===== src/rtl/rx_ring_flow.sv =====
module rx_ring_flow #(
  parameter int AW = 8,
  parameter int DW = 8,
  parameter logic [DW-1:0] PAUSE_CH  = 8'h13,
  parameter logic [DW-1:0] RESUME_CH = 8'h11
) (
  input  logic          clk,
  input  logic          rst_n,
  input  logic          in_valid,
  input  logic [DW-1:0] in_byte,
  input  logic          take,
  output logic [DW-1:0] out_byte,
  output logic          empty,
  output logic          full,
  output logic [AW-1:0] level,
  input  logic [AW-1:0] hi_mark,
  input  logic [AW-1:0] lo_mark,
  output logic          fc_req,
  output logic [DW-1:0] fc_char,
  input  logic          fc_ack,
  output logic          overflow
);
  localparam int DEPTH = 1 << AW;
  localparam logic [AW-1:0] ONE = AW'(1);

  logic [DW-1:0] store [DEPTH];
  logic [AW-1:0] rd_ptr, wr_ptr, lvl_nx;
  logic          paused, pend, push, pop, rise, drop_lvl;

  assign empty    = (rd_ptr == wr_ptr);
  assign full     = ((wr_ptr + ONE) == rd_ptr);
  assign push     = in_valid & ~full;
  assign pop      = take & ~empty;
  assign out_byte = store[rd_ptr];
  assign lvl_nx   = level + (push ? ONE : '0) - (pop ? ONE : '0);
  assign rise     = ~paused & (lvl_nx >= hi_mark);
  assign drop_lvl = paused & (lvl_nx <= lo_mark);
  assign fc_req   = pend;
  assign fc_char  = paused ? PAUSE_CH : RESUME_CH;

  always_ff @(posedge clk) begin
    if (push) store[wr_ptr] <= in_byte;
  end

  always_ff @(posedge clk or negedge rst_n) begin
    if (!rst_n) begin
      rd_ptr   <= '0;
      wr_ptr   <= '0;
      level    <= '0;
      overflow <= 1'b0;
    end else begin
      if (push) wr_ptr <= wr_ptr + ONE;
      if (pop)  rd_ptr <= rd_ptr + ONE;
      level <= lvl_nx;
      if (in_valid && full) overflow <= 1'b1;
    end
  end

  always_ff @(posedge clk or negedge rst_n) begin
    if (!rst_n) begin
      paused <= 1'b0;
      pend   <= 1'b0;
    end else if (rise) begin
      paused <= 1'b1;
      pend   <= 1'b1;
    end else if (drop_lvl) begin
      paused <= 1'b0;
      pend   <= 1'b1;
    end else if (fc_ack) begin
      pend   <= 1'b0;
    end
  end

  a_r4_level_ptr: assert property (@(posedge clk) disable iff (!rst_n)
    level == AW'(wr_ptr - rd_ptr));

  a_r3_full_level: assert property (@(posedge clk) disable iff (!rst_n)
    full |-> (level == AW'(DEPTH - 1)));

  a_r5_pause_char: assert property (@(posedge clk) disable iff (!rst_n)
    $rose(paused) |-> (fc_req && fc_char == PAUSE_CH && level >= hi_mark));

  a_r6_resume_char: assert property (@(posedge clk) disable iff (!rst_n)
    $fell(paused) |-> (fc_req && fc_char == RESUME_CH && level <= lo_mark));

  a_r7_hold_req: assert property (@(posedge clk) disable iff (!rst_n)
    (fc_req && !fc_ack) |=> fc_req);

  a_r9_drop: assert property (@(posedge clk) disable iff (!rst_n)
    (in_valid && full) |=> ($stable(wr_ptr) && overflow));

  a_r9_sticky: assert property (@(posedge clk) disable iff (!rst_n)
    overflow |=> overflow);
endmodule


===== config.mk =====
export PLATFORM = sky130hd
export DESIGN_NAME = rx_ring_flow
export DESIGN_NICKNAME = d
export VERILOG_FILES = /design/src/rtl/rx_ring_flow.sv
export SDC_FILE = /design/constraint.sdc
export NUM_CORES = 2
export LEC_CHECK = 0
export ABC_AREA = 0
export BUFFER_PORTS_ARGS = -buffer_cell sky130_fd_sc_hd__clkbuf_2
export CELL_PAD_IN_SITES_DETAIL_PLACEMENT = 1
export CELL_PAD_IN_SITES_GLOBAL_PLACEMENT = 1
export CORE_MARGIN = 5
export CORE_UTILIZATION = 56
export DETAILED_ROUTE_END_ITERATION = 8
export HOLD_SLACK_MARGIN = 0.05
export PLACE_DENSITY_LB_ADDON = 0.1
export SKIP_LAST_GASP = 1
export SLEW_MARGIN = 10
export SYNTH_ARGS = -nofsm -noshare
export SYNTH_HDL_FRONTEND = slang
export SYNTH_SLANG_ARGS = --single-unit

===== constraint.sdc =====
create_clock -name clk -period 6 [get_ports clk]
set_input_delay 1.2 -clock clk [delete_from_list [all_inputs] [get_ports clk]]
set_output_delay 1.2 -clock clk [all_outputs]
set_load 0.03 [all_outputs]

==> summary.md <==
| Metric | Value |
|---|---|
| Vias post-DR | 42,400 |
| Seq/Total Area, Yosys | 0.762 |
| Post-route minimum period | 5.99 ns |
| Yosys warning count | 0 |
| Max-slew headroom | 0.192 |
| Setup-failing EPs final | 0 |
| Residual DRC | 0 |
| Post-synth top area share | 0.754 |
| Filler cells | 11,800 |
| Num ports | 57 |
| Final Hold Fails | 0 |
| Detailed Place HPWL | 146,000 um |
| Cell Area, Synth | 81,600 sq um |
| CP Data Arrival Time | 4.79 ns |
| Clock Latency Late Sink | 0.84 ns |
| Power Dens Cells | 476 nW/um^2 |
| RSZ-0062 raised after global routing | no |
| Placed Area | 84,600 sq um |
| Endpoint type of the worst setup path | primary output |
| Chip Height | 392 um |
| Run status | finished, final reports clean |
| DRT Pass-1 Iters | 5 |
| DIE AREA | 153,000 sq um |
| Die width | 392 um |
| Synthesis-stage register bit count | 2,075 |
| Ys flop type | edfxtp_1 |
| Fin Hold WS | 0.462 ns |
| Vias/cell | 6.78 |
| Core ar. | 145,000 sq um |
| Leak Pwr | 28.9 nW |
| Synth unique cells | 81 |
| Maximum clock path buffer count | 3 |
| Antenna violations before repair | 13 |
| Mapped Cells | 3,967 |
| Global-route wire length before repair | 335,000 um |
| CP Launch Type | register |
| Period Utilization, post-route | 0.998 |
| WL final | 235,000 um |
| CTS Hold Bufs | 0 |
| Async set-reset flop share out of synthesis | 0.0130 |
| Top post-synthesis cells by area | edfxtp_1 (75%), mux4_2 (12%), mux2i_1 (1.8%) |
| Area delta synth->final | 11.9% |
| Worst Max-Slew Pin Slew | 1.21 ns |
| CTS buffer count | 206 |
| Mean post-synth cell area | 20.6 sq um |
| Crit Path Max Fanout | 33 |
| Leading area contributor after synthesis | edfxtp_1 |
| Pin count of the biggest net entering global routing | 165 |
| TritonCTS clock tree | done |
| # rows | 140 |
| Placer congestion estimate | 0.874 |
| Clock root buffer | clkbuf_16 |
| Clock slew at reported path FFs | 0.06 ns |
| CP Data Required Time | 4.80 ns |
| Final instance area | 91,200 sq um |
| Vias in the first global route | 43,600 |
| Fmax achieved | 0.167 GHz |
| Share of layout cells above drive strength 1 | 0.238 |
| Remaining global-route overflow | 0 |
| Final net count | 4,220 |
| Max-slew violation count | 0 |
| Post-synth EDFFs | 2,048 |
| First DRT Iteration DRCs | 5,526 |
| Clock sinks | 2,075 |
| # Max-Cap Violations | 0 |
| Worst vdd ir | 0.384 mV |
| Crit Path Category | register to primary output |
| All-layer global routing usage | 0.312 |
| Hold crit path type | register to register |
| Final antenna-violating net count | 0 |
| CTS H-tree lvls | 4 |
| Clock Skew | 0.0282 ns |
| IO Port Bufs | 49 |
| Avg WL per Cell | 37.6 um |
| Starting density of the core | 0.562 |
## per-layer routing
layer  GRT usage  vias up  share of wire
li1            -    16800              -
met1       0.447    22700           0.39
met2       0.482     2371           0.47
met3      0.0720      466          0.099
met4       0.103       10          0.037
met5           0        -        0.00030
## final cells by class
| type | instances | area [sq um] | share of cell area |
|---|---|---|---|
| multi-input cells | 1608 | 17900 | 0.196 |
| flip-flops and latches | 2075 | 62200 | 0.682 |
| repair buffers | 233 | 2160 | 0.0237 |
| well taps | 1917 | 2400 | 0.0263 |
| clock inverters | 120 | 1010 | 0.0111 |
| clock buffers | 257 | 5460 | 0.0599 |
| inverters | 37 | 139 | 0.00152 |
| diodes | 3 | 7.51 | 0.0000823 |
## flip-flops by register name (all words and copies together), names as in the netlist
| signal | flops |
|---|---|
| fc_req | 1 |
| level | 8 |
| overflow | 1 |
| paused | 1 |
| rd_ptr | 8 |
| store | 2048 |
| wr_ptr | 8 |
## cell families after synthesis
| group | count (synthesis) | share of synthesized area |
|---|---|---|
| buffers and inverters | 289 | 0.0199 |
| and+or+nand+nor | 504 | 0.0281 |
| muxes | 611 | 0.144 |
| other | 2 | 0.0000921 |
| adders and majority gates | 30 | 0.00469 |
| xor gates and xnor gates | 36 | 0.00396 |
| AOI/OAI and AO/OA | 420 | 0.0364 |
| DFF | 2075 | 0.762 |
## Yosys cell counts (32+ instances only)
cell type,n
buf_6,32
nand3_1,34
nand2_1,76
mux4_2,451
clkbuf_1,91
a21oi_1,85
edfxtp_1,2048
buf_2,73
a221oi_1,43
o21ai_0,36
mux2i_1,144
nor2_1,286
inv_1,35
a22oi_1,96
## worst max-delay path, stage by stage, from the launching register on
cell      delay, ns
dfrtp_4        0.70
nand2_1        0.53
nor2_1         0.34
buf_4          0.26
a32oi_1        0.39
nand4_1        0.16
o41ai_1        0.89
o22ai_1        0.32
clkbuf_2       0.29
## repair_timing
action | 4_1_cts | 5_1_grt
setup endpoints to repair | 8 | 3
endpoints found under the hold margin | 0 | 0
resized for setup | 4 | 6
setup buffers | 6 | 0
## final timing paths
path / startpoint / cells after the start / to / slack, ns
max in group asynchronous: rst_n / 1 / rd_ptr[0] / 4.73
setup / recovery: rd_ptr[2] / 8 / out_byte[4] / 0.01
min in group asynchronous: rst_n / 1 / level[5] / 0.54
hold reg to reg: overflow / 1 / overflow / 0.46
hold / removal: overflow / 1 / overflow / 0.46
setup reg to reg: wr_ptr[2] / 23 / fc_req / 0.57
## power breakdown
part | switching (mW) | internal [mW] | total, mW
Sequential | 0.385 | 16.2 | 16.5
Combinational | 8.91 | 5.47 | 14.4
Clock | 5.42 | 7.11 | 12.5
## stage by stage
stage	utilization	std cells	TNS (ns)	setup WS (ns)	total power, mW
floorplan	-	3972	0	1.64	25.0
global placement	0.583	5864	0	0.265	30.7
detailed placement	0.583	5864	0	0.116	30.9
CTS	0.628	6247	-0.0230	-0.0230	43.4
global route	0.628	6247	0	0.0280	44.8
finish	0.628	6250	0	0.0147	43.5
## layout by cell type (no fill, tap or decap), types with 34 or more instances in the layout
master     netlist  routed
a221oi_1        43      43
mux4_2         451     451
clkbuf_16        0     211
o21ai_0         36      35
buf_12           1      37
clkbuf_2         0      41
nand3_1         34      34
clkinv_2         0      37
nand2_1         76      75
a21oi_1         85      85
clkbuf_1        91      45
inv_1           35      35
clkinv_1         1      48
a22oi_1         96      96
nor2_1         286     284
edfxtp_1      2048    2048
mux2i_1        144     144
buf_4           30     147
Note: power is estimated with default switching activity, not from simulation.
